`src/rtl/lfsr_pg_pkg.sv`:
```
package lfsr_pg_pkg;
  // Widest state the shared feedback helper supports.
  localparam int MAXW = 64;

  // Parity of the state bits selected by the tap mask.
  function automatic logic masked_parity(logic [MAXW-1:0] st, logic [MAXW-1:0] taps);
    return ^(st & taps);
  endfunction
endpackage

```
`src/rtl/lfsr_state_reg.sv`:
```
module lfsr_state_reg #(
  parameter int W = 16
) (
  input  logic         clk,
  input  logic         rst,
  input  logic         load,
  input  logic         step,
  input  logic [W-1:0] seed_in,
  input  logic [W-1:0] mask_in,
  output logic [W-1:0] state
);
  localparam int MW = lfsr_pg_pkg::MAXW;

  logic [W-1:0] taps_q;
  logic         fb;

  assign fb = lfsr_pg_pkg::masked_parity(MW'(state), MW'(taps_q));

  always_ff @(posedge clk) begin
    if (rst) begin
      state  <= '0;
      taps_q <= '0;
    end else if (load) begin
      state  <= seed_in;
      taps_q <= mask_in;
    end else if (step) begin
      state  <= {fb, state[W-1:1]};
    end
  end


  hold_when_idle_chk: assert property (@(posedge clk) disable iff (rst)
    (!load && !step) |=> $stable(state));


  zero_stays_zero_chk: assert property (@(posedge clk) disable iff (rst)
    (!load && step && state == '0) |=> (state == '0));
endmodule

```
`src/rtl/lfsr_run_ctrl.sv`:
```
module lfsr_run_ctrl #(
  parameter int CW = 16
) (
  input  logic          clk,
  input  logic          rst,
  input  logic          start,
  input  logic          en,
  input  logic [CW-1:0] count,
  output logic          load,
  output logic          step,
  output logic          busy,
  output logic          done
);
  logic [CW-1:0] remaining;

  assign load = start && !busy;
  assign step = busy && en;

  always_ff @(posedge clk) begin
    if (rst) begin
      remaining <= '0;
      busy      <= 1'b0;
      done      <= 1'b0;
    end else if (load) begin
      remaining <= count;
      busy      <= (count != '0);
      done      <= (count == '0);
    end else if (step) begin
      remaining <= remaining - CW'(1);
      if (remaining == CW'(1)) begin
        busy <= 1'b0;
        done <= 1'b1;
      end
    end
  end


  stall_keeps_count_chk: assert property (@(posedge clk) disable iff (rst)
    (busy && !en) |=> ($stable(remaining) && busy));


  busy_done_exclusive_chk: assert property (@(posedge clk) disable iff (rst)
    !(busy && done));


  done_held_chk: assert property (@(posedge clk) disable iff (rst)
    (done && !start) |=> done);


  zero_count_done_chk: assert property (@(posedge clk) disable iff (rst)
    (start && !busy && count == '0) |=> (done && !busy));
endmodule

```
`src/rtl/lfsr_pattern_gen.sv`:
```
module lfsr_pattern_gen #(
  parameter int W  = 16,
  parameter int CW = 16
) (
  input  logic          clk,
  input  logic          rst,
  input  logic          start,
  input  logic          en,
  input  logic [W-1:0]  seed,
  input  logic [W-1:0]  mask,
  input  logic [CW-1:0] count,
  output logic [W-1:0]  pattern,
  output logic          valid,
  output logic          busy,
  output logic          done,
  output logic          seed_zero
);
  logic load, step;

  lfsr_run_ctrl #(.CW(CW)) u_ctrl (
    .clk   (clk),
    .rst   (rst),
    .start (start),
    .en    (en),
    .count (count),
    .load  (load),
    .step  (step),
    .busy  (busy),
    .done  (done)
  );

  lfsr_state_reg #(.W(W)) u_state (
    .clk     (clk),
    .rst     (rst),
    .load    (load),
    .step    (step),
    .seed_in (seed),
    .mask_in (mask),
    .state   (pattern)
  );

  always_ff @(posedge clk) begin
    if (rst) begin
      valid     <= 1'b0;
      seed_zero <= 1'b0;
    end else begin
      valid <= step;
      if (load) seed_zero <= (seed == '0);
    end
  end


  valid_after_busy_chk: assert property (@(posedge clk) disable iff (rst)
    valid |-> $past(busy));


  start_ignored_busy_chk: assert property (@(posedge clk) disable iff (rst)
    (busy && start && en) |=> valid);


  seed_loaded_chk: assert property (@(posedge clk) disable iff (rst)
    (start && !busy) |=> (pattern == $past(seed) && !valid));


  seed_zero_flag_chk: assert property (@(posedge clk) disable iff (rst)
    (start && !busy) |=> (seed_zero == ($past(seed) == '0)));
endmodule

```
`config.mk`:
```
export PLATFORM = sky130hd
export DESIGN_NAME = lfsr_pattern_gen
export DESIGN_NICKNAME = d
export VERILOG_FILES = /design/src/rtl/lfsr_pg_pkg.sv /design/src/rtl/lfsr_state_reg.sv /design/src/rtl/lfsr_run_ctrl.sv /design/src/rtl/lfsr_pattern_gen.sv
export SDC_FILE = /design/constraint.sdc
export NUM_CORES = 1
export LEC_CHECK = 0
export BUFFER_PORTS_ARGS = -buffer_cell sky130_fd_sc_hd__buf_2
export CAP_MARGIN = 20
export CELL_PAD_IN_SITES_DETAIL_PLACEMENT = 2
export CELL_PAD_IN_SITES_GLOBAL_PLACEMENT = 2
export CORE_MARGIN = 4
export CORE_UTILIZATION = 32
export CTS_BUF_LIST = sky130_fd_sc_hd__clkbuf_8
export DETAILED_ROUTE_END_ITERATION = 8
export GPL_TIMING_DRIVEN = 1
export PLACE_DENSITY = 0.95
export RECOVER_POWER = 100
export SLEW_MARGIN = 20
export SYNTH_ARGS = -nofsm -noshare
export SYNTH_HDL_FRONTEND = slang
export SYNTH_SLANG_ARGS = --single-unit
```
`constraint.sdc`:
```
create_clock -name clk -period 4.98 [get_ports clk]
set_input_delay 1.245 -clock clk [delete_from_list [all_inputs] [get_ports clk]]
set_output_delay 1.245 -clock clk [all_outputs]
set_load 0.01 [all_outputs]
```
# [Yosys cells after proc, flatten, opt, wreduce, memory -nomap -nowiden]
# Cells that the tools add are included.
[totals] in_bits=52 latch_bits=0 rom_bits=0 ramBits=0 output_inout_bits=20 word_cells=30 regBits=52 n_memories=0
[op_classes] div=0 addsub=1 reduce_logical=10 n_eq_ne=1 n_bitwise=1 n_lt_le_gt_ge=0 mul=0 n_mux=10 shift=0
[ops] op="two-way mux 16 bit" n=4
[ops] op="parity 64 bit" n=1
[ops] op="logical NOT 16 bit" n=2
[ops] op="bitwise AND 16 bit" n=1
[ops] op="equality test 16 x 1 -> 1 bit (second input constant)" n=1
[ops] op="nonzero test 16 bit" n=1
[ops] op="subtractor 16 x 1 -> 16 bit (second input constant)" n=1
[ops] op="two-way mux 1 bit" n=6
[ops] op="nonzero test 2 bit" n=2
[ops] op="logical AND 1 bit" n=2
[ops] op="AND reduction 2 bit" n=1
[ops] op="logical NOT 1 bit" n=1

# [Logic depth before layout (Yosys ltp)]
# Gate-level depths: netlist (run 1).
[depth] ltp_word=4 ltp_mapped=6 depth_no_buf=6

# [Cells and area by module]
# Synthesis (run 1) repeated with hierarchy kept, for this count alone.
[hier_totals] cells_unflattened=310 area_unflattened_um2=2640.0
[by_module_without_submodules] module="lfsr_state_reg" seq_area_each_um2=640.6 cells_each=170 n_inst=1 area_per_inst_um2=1486.4
[by_module_without_submodules] module="lfsr_run_ctrl" seq_area_each_um2=360.3 cells_each=130 n_inst=1 area_per_inst_um2=1053.5
[by_module_without_submodules] module="lfsr_pattern_gen" seq_area_each_um2=40.0 cells_each=10 n_inst=1 area_per_inst_um2=100.1

# [Worst setup path before layout (run 1)]
# Ideal clock, no wire load.
[synth_timing] kind="input port to flip-flop" from="input port en" to="register u_ctrl.remaining[13]" t_arrival_ps=2275 cell_stages=6 setup_slack_ps=2578 setup_ps=128 required_time_ps=4852 path_buffers=0 cell_sequence="and2_1 > and2_1 > nand3_1 > or4_1 > a31oi_1 > nor2_1"
[synth_between] elab_chain_len=2
[synth_rtl] item="start: declaration" line_no="lfsr_pattern_gen.sv:8" rtl="input logic en,"
[synth_rtl] item="logical AND 1 bit" line_no="lfsr_run_ctrl.sv:17" rtl="assign step = busy && en;"
[synth_rtl] item="nonzero test 2 bit (no line)"
[synth_rtl] item="end signal: assignment" line_no="lfsr_run_ctrl.sv:25" rtl="remaining <= count;"
[synth_rtl] item="end signal: assignment" line_no="lfsr_run_ctrl.sv:29" rtl="remaining <= remaining - CW'(1);"
[synth_rtl] item="end: declaration" line_no="lfsr_run_ctrl.sv:14" rtl="logic [CW-1:0] remaining;"
# No other way between the ends.
# A chain may end at the register's enable or synchronous reset.

# [Worst setup path in the final report (run 1)]
[layout_timing] from="input port start" to="register u_state.state[0]"
[layout_between] elab_chain_len=2 elab_cells_between_ends=3 cone_classes="1 x mux; 2 x reduce/logical"
[layout_rtl] item="start: declaration" line_no="lfsr_pattern_gen.sv:7" rtl="input logic start,"
[layout_rtl] item="logical AND 1 bit (*)" line_no="lfsr_run_ctrl.sv:16" rtl="assign load = start && !busy;"
[layout_rtl] item="two-way mux 16 bit / nonzero test 2 bit (equally long branches)"
[layout_rtl] item="end signal: assignment" line_no="lfsr_state_reg.sv:24" rtl="state <= seed_in;"
[layout_rtl] item="end signal: assignment" line_no="lfsr_state_reg.sv:27" rtl="state <= {fb, state[W-1:1]};"
[layout_rtl] item="end: declaration" line_no="lfsr_state_reg.sv:10" rtl="output logic [W-1:0] state"
# Every way passes the cells marked *; elsewhere a longest branch is shown, timed or not.

==> results of run 1 <==
## sequential cells by signal, summed over array words and instances, names as in the netlist
name,flops
seed_zero,1
u_ctrl.done,1
valid,1
u_ctrl.busy,1
u_state.state,16
u_ctrl.remaining,16
u_state.taps_q,16
## metal layers
layer,GRT usage,vias up,routed length (microns)
met1,0.248,1260,3670
li1,-,1217,-
met4,0.0757,0,223
met5,0,-,0
met2,0.367,79,4750
met3,0.0403,19,381
## cells in the final DEF, fill, tap and decap left out, types with 5 or more instances in the layout
cell type                  synthesis  final
sky130_fd_sc_hd__a21oi_1          48     48
sky130_fd_sc_hd__a22oi_1          20     20
sky130_fd_sc_hd__buf_2             0     50
sky130_fd_sc_hd__clkbuf_1         16     22
sky130_fd_sc_hd__clkbuf_8          0      5
sky130_fd_sc_hd__dfxtp_1          52     52
sky130_fd_sc_hd__nand2_1          69     69
sky130_fd_sc_hd__nand3_1           7      7
sky130_fd_sc_hd__nor2_1           24     24
sky130_fd_sc_hd__nor4_1            9      9
sky130_fd_sc_hd__o21ai_0           5      5
sky130_fd_sc_hd__xnor2_1          12     12
## synthesized netlist by cell type
cell type | number | share of area
sky130_fd_sc_hd__a222oi_1 | 1 | 0.0041
sky130_fd_sc_hd__nand2_2 | 1 | 0.0026
sky130_fd_sc_hd__or3_1 | 1 | 0.0026
sky130_fd_sc_hd__nand2b_1 | 2 | 0.0052
sky130_fd_sc_hd__o211ai_1 | 1 | 0.0031
sky130_fd_sc_hd__a221oi_1 | 2 | 0.0072
sky130_fd_sc_hd__buf_1 | 3 | 0.0046
sky130_fd_sc_hd__nor2b_1 | 1 | 0.0026
sky130_fd_sc_hd__xnor2_1 | 12 | 0.043
sky130_fd_sc_hd__a211oi_2 | 1 | 0.0052
sky130_fd_sc_hd__o2bb2ai_1 | 1 | 0.0036
sky130_fd_sc_hd__nor3_1 | 4 | 0.0082
sky130_fd_sc_hd__inv_1 | 2 | 0.0031
sky130_fd_sc_hd__a31oi_1 | 1 | 0.0026
sky130_fd_sc_hd__a41oi_1 | 1 | 0.0036
sky130_fd_sc_hd__a21oi_1 | 48 | 0.099
sky130_fd_sc_hd__o21ai_0 | 5 | 0.010
sky130_fd_sc_hd__nor2_1 | 24 | 0.037
sky130_fd_sc_hd__o311ai_0 | 1 | 0.0036
sky130_fd_sc_hd__ha_1 | 2 | 0.010
sky130_fd_sc_hd__a2bb2oi_1 | 2 | 0.0072
sky130_fd_sc_hd__nand4_1 | 2 | 0.0052
sky130_fd_sc_hd__a22oi_1 | 20 | 0.062
sky130_fd_sc_hd__dfxtp_1 | 52 | 0.43
sky130_fd_sc_hd__a21o_1 | 1 | 0.0031
sky130_fd_sc_hd__a32oi_1 | 3 | 0.011
sky130_fd_sc_hd__and2_1 | 3 | 0.0077
sky130_fd_sc_hd__nor4_4 | 2 | 0.018
sky130_fd_sc_hd__a211oi_1 | 1 | 0.0031
sky130_fd_sc_hd__clkbuf_1 | 16 | 0.025
sky130_fd_sc_hd__nor4_1 | 9 | 0.023
sky130_fd_sc_hd__or4_1 | 3 | 0.0093
sky130_fd_sc_hd__nand3_1 | 7 | 0.014
sky130_fd_sc_hd__nand2_1 | 69 | 0.11
sky130_fd_sc_hd__xor2_1 | 4 | 0.014
## worst reg2reg max path: stages (launching register included)
cell	delay, ns
sky130_fd_sc_hd__dfxtp_1	0.39
sky130_fd_sc_hd__nor2b_1	0.19
sky130_fd_sc_hd__clkbuf_1	1.64
sky130_fd_sc_hd__a22oi_1	0.32
sky130_fd_sc_hd__a21oi_1	0.27
## power by group
| group | internal [mW] | switching [mW] | total [mW] |
|---|---|---|---|
| clock | 0.149 | 0.155 | 0.304 |
| sequential | 0.445 | 0.0317 | 0.477 |
| combinational | 0.0698 | 0.113 | 0.183 |
| total | 0.664 | 0.300 | 0.964 |
## worst max path at each step
stage	from	end	slack, ns	cells past startpoint
4_1_cts	en	u_ctrl.remaining[13]	1.97	7
6_report	start	u_state.state[0]	1.45	5
3_5_place_dp	en	u_ctrl.remaining[13]	1.63	7
2_1_floorplan	en	u_ctrl.remaining[13]	2.58	6
5_1_grt	start	u_state.state[0]	1.18	5
3_3_place_gp	en	u_ctrl.remaining[13]	1.77	7
## area by class of cell
type	instances	area share
clock buffer	5	0.0234
clock inverter	3	0.0145
inverter	2	0.00255
multi-input combinational	235	0.445
sequential	52	0.354
tap	99	0.0421
timing repair buffer	74	0.118
## cells by family (layout without fill, tap and decap cells)
| kind of cell | Yosys count | in the layout | synth area share |
|---|---|---|---|
| simple gates | 128 | 128 | 0.242 |
| compound gates | 89 | 89 | 0.228 |
| flops | 52 | 52 | 0.429 |
| buf+inv | 21 | 84 | 0.0325 |
| xor+xnor | 16 | 16 | 0.0577 |
| fa+ha+maj | 2 | 2 | 0.0103 |
==> impl_metrics.sql, run 1 <==
INSERT INTO impl_metrics (metric_group, metric, value, unit) VALUES
('setup_path', 'worstPathArrival', '3.75', 'ns'),
('sta', 'clock_skew', '0.00789', 'ns'),
('sta', 'whs', '0.463', 'ns'),
('synthesis', 'yosys.cell_types.count', '35', ''),
('placement', 'io_buffer_count', '71', ''),
('setup_path', 'worst-r2r-cell-count', '4', ''),
('finish', 'layout.core_utilization', '0.401', ''),
('placement', 'dp_worst_setup_slack', '1.63', 'ns'),
('min_path', 'worstHoldStart', 'u_state.taps_q[14]', ''),
('setup_path', 'setup.worst_path.start_class', 'input port', ''),
('finish', 'register_area', '0.00104', 'sq mm'),
('synthesis', 'synth_seq_cells', '52', ''),
('setup_path', 'r2r-end', 'u_state.state[0]', ''),
('setup_path', 'worst-path-max-fanout', '48', ''),
('sta', 'timing.fmax', '0.283', 'GHz'),
('clocking', 'ctsRootBufferMaster', 'sky130_fd_sc_hd__clkbuf_8', ''),
('die', 'die_x', '95.1', 'microns'),
('setup_path', 'path_delay_family', 'buffers and inverters', ''),
('synthesis', 'yosysWarnings', '0', ''),
('sta', 'clock_period_minus_worst_slack', '3.53', 'ns'),
('power', 'maximum_vdd_ir_drop', '0.0936', 'mV'),
('grt', 'grt_antenna_before_repair', '0', ''),
('die', 'initial_utilization', '0.331', ''),
('setup_path', 'worst-setup-path-type', 'input port to register', ''),
('route', 'route.vias.total', '2575', ''),
('finish', 'area_of_the_multi_input_gates', '0.00131', 'sq mm'),
('run_status', 'status', 'complete, but fails checks', ''),
('finish', 'fin_nets', '424', ''),
('sta', 'grt_setup_unrepaired', 'no', ''),
('sta', 'hold_viol', '0', ''),
('route', 'avgRoutedWirePerCell', '19.2', 'microns'),
('finish', 'layout-drive-gt1-share', '0.173', ''),
('route', 'wirelength', '9020', 'microns'),
('min_path', 'holdCritPathClass', 'register to register', ''),
('placement', 'globalplace.congestion', '0.840', ''),
('sta', 'post_route_setup_slack', '1.45', 'ns'),
('setup_path', 'required', '5.20', 'ns'),
('min_path', 'hold_path_depth', '2', ''),
('die', 'floorplan.die_area', '0.00904', 'sq mm'),
('sta', 'min_period_over_period', '0.709', ''),
('setup_path', 'cp_slowest_stage_delay', '1.64', 'ns'),
('run', 'max-cap-violations', '2', ''),
('route', 'initialDrtViolationCount', '111', ''),
('finish', 'fillerInstances', '875', ''),
('sta', 'timing_max_transition_violations_final', '102', ''),
('die', 'die_h', '95.1', 'microns'),
('route', 'antenna_violating_nets_post_route', '0', ''),
('die', 'core-area', '0.00733', 'sq mm'),
('synthesis', 'syn_inst', '308', ''),
('run_status', 'failed_checks', 'capacitance limit, slew limit', ''),
('clocking', 'tritoncts.num_buffers', '5', ''),
('grt', 'grt.overflow.total', '0', ''),
('grt', 'grt_pass1_vias', '2782', ''),
('setup_path', 'ff2ff_setup_slack', '2.06', 'ns'),
('sta', 'finalSetupTns', '0', 'ns'),
('grt', 'grt_usage', '0.208', ''),
('finish', 'antennaDiodeCount', '0', ''),
('setup_path', 'crit_path_top_delay_cell', 'sky130_fd_sc_hd__clkbuf_1', ''),
('clocking', 'cts_max_path_buffers', '2', ''),
('power', 'cellPowerDensity', '328', 'mW/mm^2'),
('die', 'std_cell_rows', '31', ''),
('finish', 'areaGrowthSynthToFinish', '21.1', '%'),
('clocking', 'cts_hold_buf', '0', ''),
('sta', 'maxSlewHeadroom', '-0.593', ''),
('placement', 'dp_hpwl', '6550', 'microns'),
('clocking', 'postCtsSetupBuffers', '0', ''),
('route', 'post_drt_via_cell_ratio', '5.48', ''),
('finish', 'final-instance-count-excl-fill', '470', ''),
('die', 'floorplan.io_pins', '72', ''),
('clocking', 'tritoncts_clock_tree', 'built', ''),
('setup_path', 'worstReg2RegStart', 'u_ctrl.busy', '');
No activity file was read; power rests on OpenSTA's default activity.
==> run 2, diff against run 1 <==
- CORE_UTILIZATION: 32 -> 30
- PLACE_DENSITY: 0.95 -> 0.9
- clock period: 4.98 -> 3.4 ns (I/O delays scaled with it)
==> run 2 against run 1 <==
Net effect:
- the flow still finishes with violations (capacitance limit, slew limit)
- worst hold slack improved by 0.0034 ns
- clock power is 95% higher
- sequential cell count stayed put
- register-to-register slack got worse by 0.92 ns
- highest routed layer unchanged
- combinational power grew 45%
- critical endpoint is now u_state.state[6]
- via count up 0.54%
==> impl_metrics.sql, run 2 (synthesized netlist as in run 1, its figures left out) <==
INSERT INTO impl_metrics (metric_group, metric, value, unit) VALUES
('min_path', 'hold_path_depth', '2', ''),
('sta', 'finalSetupTns', '0', 'ns'),
('setup_path', 'r2r-end', 'u_ctrl.remaining[13]', ''),
('run_status', 'status', 'complete, but fails checks', ''),
('setup_path', 'cp_num_buf_inv', '2', ''),
('route', 'route.vias.total', '2589', ''),
('setup_path', 'cp_slowest_stage_delay', '1.22', 'ns'),
('grt', 'grt_first_pass_wirelength', '15100', 'microns'),
('clocking', 'clock_insertion_delay_worst_skew', '0.31', 'ns'),
('setup_path', 'path_delay_family', 'buffers and inverters', ''),
('die', 'core-area', '0.00781', 'sq mm'),
('grt', 'grt_max_degree', '37', ''),
('sta', 'timing.fmax', '0.417', 'GHz'),
('finish', 'fin_nets', '426', ''),
('sta', 'min_period_over_period', '0.705', ''),
('sta', 'grt_setup_unrepaired', 'no', ''),
('route', 'wirelength', '8820', 'microns'),
('clocking', 'tritoncts_clock_tree', 'built', ''),
('route', 'post_drt_via_cell_ratio', '5.45', ''),
('setup_path', 'worst-setup-path-type', 'input port to register', ''),
('finish', 'areaGrowthSynthToFinish', '24.3', '%'),
('die', 'floorplan.io_pins', '72', ''),
('sta', 'clock_period_minus_worst_slack', '2.40', 'ns'),
('finish', 'layout.cells.most_common_list', 'sky130_fd_sc_hd__nand2_1, sky130_fd_sc_hd__dfxtp_1, sky130_fd_sc_hd__buf_2', ''),
('grt', 'grt.overflow.total', '0', ''),
('setup_path', 'worstPathArrival', '2.60', 'ns'),
('clocking', 'clkSinkCount', '52', ''),
('power', 'cellPowerDensity', '516', 'mW/mm^2'),
('finish', 'layout_commonest_cell', 'sky130_fd_sc_hd__nand2_1', ''),
('sta', 'maxSlewHeadroom', '-0.147', ''),
('finish', 'antennaDiodeCount', '0', ''),
('setup_path', 'ff2ff_setup_slack', '1.14', 'ns'),
('run', 'max-cap-violations', '1', ''),
('setup_path', 'critical_path_depth', '3', ''),
('grt', 'grt_usage', '0.192', ''),
('die', 'die_x', '98.0', 'microns'),
('sta', 'timing.final.setup_violations', '0', ''),
('route', 'avgRoutedWirePerCell', '18.6', 'microns'),
('setup_path', 'worst-path-max-fanout', '36', ''),
('setup_path', 'setup.worst_path.end_class', 'register', ''),
('route', 'drt_pass1_iterations', '4', ''),
('setup_path', 'crit_path_top_delay_cell', 'sky130_fd_sc_hd__clkbuf_1', ''),
('die', 'floorplan.die_area', '0.00959', 'sq mm'),
('clocking', 'ctsRootBufferMaster', 'sky130_fd_sc_hd__clkbuf_8', ''),
('clocking', 'clkSlewWorstSetupHoldPaths', '0.10', 'ns'),
('clocking', 'cts_hold_buf', '0', ''),
('clocking', 'post_cts.resized_instances', '0', ''),
('min_path', 'holdCritPathClass', 'register to register', ''),
('route', 'drc', '0', ''),
('placement', 'dp_worst_setup_slack', '0.949', 'ns'),
('grt', 'grt_antenna_before_repair', '0', ''),
('clocking', 'tritoncts.num_buffers', '5', ''),
('die', 'std_cell_rows', '32', ''),
('finish', 'top_regs', 'u_ctrl.remaining (16), u_state.state (16), u_state.taps_q (16)', ''),
('finish', 'layout.core_utilization', '0.386', ''),
('route', 'antenna_violating_nets_post_route', '0', ''),
('power', 'leakage', '1.12', 'nW'),
('min_path', 'worst_hold_path_endpoint', 'u_state.taps_q[14]', ''),
('run_status', 'failed_checks', 'capacitance limit, slew limit', ''),
('clocking', 'cts_max_path_buffers', '2', ''),
('route', 'initialDrtViolationCount', '90', ''),
('sta', 'post_route_setup_slack', '1.00', 'ns'),
('placement', 'io_buffer_count', '71', ''),
('setup_path', 'worst-r2r-cell-count', '6', ''),
('sta', 'timing_max_transition_violations_final', '37', ''),
('sta', 'clock_skew', '0.00844', 'ns'),
('die', 'initial_utilization', '0.311', ''),
('grt', 'grt_pass1_vias', '2917', ''),
('clocking', 'clock_tree.htree_level_count', '2', ''),
('sta', 'worst_pin_slew', '1.72', 'ns'),
('min_path', 'worstHoldStart', 'u_state.taps_q[14]', ''),
('power', 'maximum_vdd_ir_drop', '0.154', 'mV'),
('sta', 'hold_viol', '0', ''),
('setup_path', 'setup.worst_path.start_class', 'input port', ''),
('setup_path', 'required', '3.60', 'ns'),
('placement', 'globalplace.congestion', '0.832', ''),
('clocking', 'postCtsSetupBuffers', '0', ''),
('die', 'die_h', '98.0', 'microns'),
('placement', 'dp_hpwl', '6450', 'microns'),
('setup_path', 'worstReg2RegStart', 'u_ctrl.busy', ''),
('finish', 'layout-drive-gt1-share', '0.182', ''),
('setup_path', 'path_cells', 'clkbuf_1 > buf_4 > a21oi_1', '');
## run 2: final cells by class
class,instances,area [sq um]
Multi-Input combinational cell,235,1320
Timing Repair Buffer,76,367
Fill cell,931,4790
Sequential cell,52,1040
Clock buffer,5,68.8
Clock inverter,3,90.1
Inverter,2,7.51
Tap cell,102,128
## run 2: worst max-delay path by stage
| stage | to | startpoint | slack (ns) |
|---|---|---|---|
| after floorplan | u_ctrl.remaining[13] | en | 1.39 |
| final | u_state.state[6] | rst | 1.00 |
| after detailed placement | u_ctrl.remaining[13] | en | 0.95 |
| after global routing | u_state.state[9] | rst | 0.88 |
| after CTS | u_ctrl.remaining[13] | en | 1.27 |
| after global placement | u_ctrl.remaining[13] | en | 1.09 |
## run 2: report_power, final
part / switching [mW] / leakage (nW) / internal, mW / total, mW
sequential: 0.0477 / 0.427 / 0.652 / 0.700
clock: 0.224 / 0.0784 / 0.368 / 0.592
combinational: 0.162 / 0.617 / 0.103 / 0.265
## run 2: through the flow
| stage | hold slack, ns | instance area (sq um) | instances | power, mW |
|---|---|---|---|---|
| floorplan | 0.436 | 2430 | 308 | 0.862 |
| global placement | 0.444 | 2880 | 467 | 0.963 |
| detailed placement | 0.456 | 2880 | 467 | 0.979 |
| CTS | 0.472 | 3040 | 475 | 1.57 |
| global route | 0.492 | 3020 | 475 | 1.64 |
| finish | 0.467 | 3020 | 475 | 1.56 |
## run 2: tightest hold or removal path: stages, from the launching register on
cell	delay, ns
sky130_fd_sc_hd__dfxtp_1	0.32
sky130_fd_sc_hd__nand2_1	0.05
sky130_fd_sc_hd__a21oi_1	0.05
## run 2: per-layer routing
layer	track usage	vias to the layer above	share of wire
met5	0	-	0
met2	0.340	81	0.51
met3	0.0393	12	0.049
met4	0.0490	0	0.014
li1	-	1217	-
met1	0.238	1279	0.42
==> run 3, diff against run 2 <==
- ABC_AREA: unset -> 1
- CORE_UTILIZATION: 30 -> 29
- PLACE_DENSITY: 0.9 -> 0.91
- clock period: 3.4 -> 2.3 ns (I/O delays scaled with it)
==> run 3 against run 2 <==
Net effect:
- the flow now finishes without violations
- synthesized cell count grew 46%
- non-clock buffer count grew 1
- design area grew 14%
- clock-buffer cell count grew 1
- sequential power grew 50%
- via count grew 26%
- register-to-register slack lost 0.75 ns
- largest cell class unchanged
- sequential cell count is the same
- critical endpoint is now u_ctrl.remaining[13]
- area after synthesis grew 18%
- critical path type is now register to register
- cell count grew 38%
- first-iteration DRC count grew 16%
==> impl_metrics.sql, run 3 <==
INSERT INTO impl_metrics (metric_group, metric, value, unit) VALUES
('clocking', 'clkSinkCount', '52', ''),
('grt', 'grt.met3_usage', '0.0354', ''),
('synthesis', 'synth.yosys.seq_area_share', '0.362', ''),
('setup_path', 'r2r-end', 'u_ctrl.remaining[13]', ''),
('finish', 'top_regs', 'u_ctrl.remaining (16), u_state.state (16), u_state.taps_q (16)', ''),
('run_status', 'status', 'finished clean', ''),
('clocking', 'clock_insertion_delay_worst_skew', '0.32', 'ns'),
('synthesis', 'synthArstFlopShare', '0', ''),
('power', 'cellPowerDensity', '665', 'mW/mm^2'),
('sta', 'finalSetupTns', '0', 'ns'),
('synthesis', 'most_common_cell_in_the_synthesized_netlist', 'sky130_fd_sc_hd__nand2_1', ''),
('sta', 'worst_pin_slew', '0.597', 'ns'),
('sta', 'timing.final.setup_violations', '0', ''),
('route', 'drc', '0', ''),
('grt', 'grt_util_met2', '0.372', ''),
('die', 'std_cell_rows', '36', ''),
('synthesis', 'synth.top_cells.by_area', 'sky130_fd_sc_hd__dfxtp_1, sky130_fd_sc_hd__nand2_1, sky130_fd_sc_hd__nor2_1, sky130_fd_sc_hd__a31oi_1, sky130_fd_sc_hd__inv_1', ''),
('setup_path', 'crit_path_top_delay_cell', 'sky130_fd_sc_hd__clkbuf_2', ''),
('placement', 'io_buffer_count', '71', ''),
('setup_path', 'worst-setup-path-type', 'register to register', ''),
('synthesis', 'yosysTopAreaCell', 'sky130_fd_sc_hd__dfxtp_1', ''),
('grt', 'grt_max_degree', '29', ''),
('setup_path', 'cp_slowest_stage_delay', '0.37', 'ns'),
('route', 'initialDrtViolationCount', '104', ''),
('die', 'die_h', '108', 'microns'),
('run', 'max-cap-violations', '0', ''),
('synthesis', 'postSynthAreaPerCell', '6.37', 'sq um'),
('setup_path', 'worstPathArrival', '2.16', 'ns'),
('clocking', 'cts_max_path_buffers', '2', ''),
('grt', 'grt_antenna_before_repair', '0', ''),
('synthesis', 'synth-edff-count', '0', ''),
('clocking', 'cts_hold_buf', '0', ''),
('synthesis', 'synth.top_cells.by_count', 'sky130_fd_sc_hd__nand2_1, sky130_fd_sc_hd__dfxtp_1, sky130_fd_sc_hd__nor2_1', ''),
('clocking', 'tritoncts.num_buffers', '5', ''),
('grt', 'grt_pass1_vias', '3531', ''),
('finish', 'layout-drive-gt1-share', '0.152', ''),
('route', 'avgRoutedWirePerCell', '17.5', 'microns'),
('synthesis', 'synth-main-ff-cell', 'sky130_fd_sc_hd__dfxtp_1', ''),
('clocking', 'ctsRootBufferMaster', 'sky130_fd_sc_hd__clkbuf_8', ''),
('sta', 'timing.fmax', '0.522', 'GHz'),
('sta', 'grt_setup_unrepaired', 'no', ''),
('sta', 'clock_period_minus_worst_slack', '1.91', 'ns'),
('sta', 'timing_max_transition_violations_final', '0', ''),
('finish', 'final-instance-count-excl-fill', '654', ''),
('grt', 'globalRouteMet1Util', '0.240', ''),
('setup_path', 'ff2ff_setup_slack', '0.39', 'ns'),
('synthesis', 'post_synthesis_net_count', '505', ''),
('grt', 'grt.overflow.total', '0', ''),
('route', 'drt_pass1_iterations', '4', ''),
('route', 'antenna_violating_nets_post_route', '0', ''),
('finish', 'antennaDiodeCount', '0', ''),
('setup_path', 'path_cells', 'nand2_1 > inv_1 > nor2_4 > clkbuf_2 > nand2_1 > nand2_1 > nand2_1 > o21ai_0', ''),
('setup_path', 'setup.worst_path.end_class', 'register', ''),
('min_path', 'worstHoldStart', 'mask[4]', ''),
('synthesis', 'synth_seq_cells', '52', ''),
('min_path', 'holdCritPathClass', 'input port to register', ''),
('die', 'die_x', '108', 'microns'),
('finish', 'layout_commonest_cell', 'sky130_fd_sc_hd__nand2_1', ''),
('placement', 'dp_hpwl', '8700', 'microns'),
('finish', 'fin_nets', '574', ''),
('setup_path', 'setup.worst_path.start_class', 'register', ''),
('sta', 'hold_viol', '0', ''),
('route', 'route.vias.total', '3270', ''),
('sta', 'maxSlewHeadroom', '0.602', ''),
('setup_path', 'worst-path-max-fanout', '16', ''),
('sta', 'min_period_over_period', '0.833', ''),
('min_path', 'worst_hold_path_endpoint', 'u_state.taps_q[4]', ''),
('sta', 'clock_skew', '0.0147', 'ns'),
('die', 'floorplan.die_area', '0.0116', 'sq mm'),
('finish', 'layout.cells.most_common_list', 'sky130_fd_sc_hd__nand2_1, sky130_fd_sc_hd__dfxtp_1, sky130_fd_sc_hd__buf_2', ''),
('placement', 'dpl.cell_count', '646', ''),
('grt', 'grt_usage', '0.199', ''),
('die', 'floorplan.io_pins', '72', ''),
('finish', 'areaGrowthSynthToFinish', '19.4', '%'),
('power', 'leakage', '1.63', 'nW'),
('route', 'post_drt_via_cell_ratio', '5.00', ''),
('synthesis', 'yosys.cell_types.count', '31', ''),
('grt', 'top_usage_layer', 'met2', ''),
('min_path', 'hold_path_depth', '3', ''),
('clocking', 'clock_tree.htree_level_count', '2', ''),
('synthesis', 'synth_top_area_frac', '0.362', ''),
('setup_path', 'required', '2.54', 'ns'),
('clocking', 'postCtsSetupBuffers', '0', ''),
('clocking', 'tritoncts_clock_tree', 'built', ''),
('placement', 'globalplace.congestion', '0.840', ''),
('synthesis', 'synth_area', '0.00287', 'sq mm'),
('clocking', 'post_cts.resized_instances', '0', ''),
('power', 'maximum_vdd_ir_drop', '0.251', 'mV'),
('setup_path', 'path_delay_family', 'simple AND/OR/NAND/NOR gates', ''),
('setup_path', 'worst-r2r-cell-count', '8', ''),
('grt', 'grt_first_pass_wirelength', '18100', 'microns'),
('setup_path', 'cpMostUsedCell', 'sky130_fd_sc_hd__nand2_1', ''),
('synthesis', 'syn_inst', '451', ''),
('die', 'core-area', '0.00973', 'sq mm'),
('setup_path', 'cp_num_buf_inv', '2', ''),
('clocking', 'clkSlewWorstSetupHoldPaths', '0.11', 'ns'),
('route', 'wirelength', '11400', 'microns'),
('synthesis', 'yosysWarnings', '0', ''),
('die', 'initial_utilization', '0.295', ''),
('setup_path', 'worstReg2RegStart', 'u_ctrl.busy', '');
==> run 3: cell types whose count changed after synthesis, moves of 18 or more <==
cell / before / now
sky130_fd_sc_hd__a21oi_1: 48 / 10
sky130_fd_sc_hd__a22oi_1: 20 / 0
sky130_fd_sc_hd__a31oi_1: 1 / 19
sky130_fd_sc_hd__inv_1: 2 / 31
sky130_fd_sc_hd__nand2_1: 69 / 183
sky130_fd_sc_hd__nor2_1: 24 / 48
sky130_fd_sc_hd__o21ai_0: 5 / 23
==> run 3: layer usage <==
metal	up-vias	share of wire
met2	58	0.52
met5	-	0
met3	12	0.031
met4	0	0.010
met1	1615	0.44
li1	1585	-
==> run 3: cells by family after synthesis <==
group | share of synthesized area
AO/OA/AOI/OAI | 0.136
XOR/XNOR | 0.0183
flip-flops | 0.362
buffers and inverters | 0.0718
adder cells (fa/ha/maj) | 0.00871
AND/OR/NAND/NOR | 0.403
==> run 3: worst reg2reg max path: stages (launching register included) <==
cell and delay [ns]:
sky130_fd_sc_hd__dfxtp_1 0.35, sky130_fd_sc_hd__nand2_1 0.21, sky130_fd_sc_hd__inv_1 0.27, sky130_fd_sc_hd__nor2_4 0.32
sky130_fd_sc_hd__clkbuf_2 0.37, sky130_fd_sc_hd__nand2_1 0.10, sky130_fd_sc_hd__nand2_1 0.09, sky130_fd_sc_hd__nand2_1 0.06
sky130_fd_sc_hd__o21ai_0 0.08
==> run 3: layout make-up <==
class / count / area, sq um
clock inverter: 2 / 38.8
timing repair buffer: 77 / 370
inverter: 36 / 135
tap: 133 / 166
fill: 1297 / 6300
multi-input combinational: 348 / 1600
clock buffer: 6 / 82.6
sequential: 52 / 1040
==> run 3: worst max-delay path by stage <==
stage                start                   end  slack [ns]  depth (start not counted)
6_report       u_ctrl.busy  u_ctrl.remaining[13]        0.39                          8
2_1_floorplan        start  u_ctrl.remaining[14]        0.94                          7
5_1_grt        u_ctrl.busy  u_ctrl.remaining[13]        0.29                          8
3_3_place_gp            en  u_ctrl.remaining[13]        0.53                          9
4_1_cts        u_ctrl.busy           u_ctrl.done        0.68                          7
3_5_place_dp            en  u_ctrl.remaining[13]        0.46                          9
==> run 3: report_power, final <==
part / switching, mW / internal, mW / leakage, nW / total (mW)
combinational: 0.347 / 0.182 / 1.14 / 0.529
clock: 0.345 / 0.357 / 0.0614 / 0.702
sequential: 0.0761 / 0.973 / 0.429 / 1.05
==> run 3: stage by stage <==
| stage | util | hold slack [ns] | area, sq um | power, mW | setup WS, ns |
|---|---|---|---|---|---|
| 2_1_floorplan | - | 0.472 | 2870 | 1.39 | 0.940 |
| 6_report | 0.353 | 0.471 | 3430 | 2.28 | 0.385 |
| 3_3_place_gp | 0.346 | 0.489 | 3370 | 1.57 | 0.535 |
| 3_5_place_dp | 0.346 | 0.496 | 3370 | 1.61 | 0.464 |
| 4_1_cts | 0.359 | 0.475 | 3490 | 2.31 | 0.681 |
| 5_1_grt | 0.353 | 0.469 | 3430 | 2.41 | 0.289 |
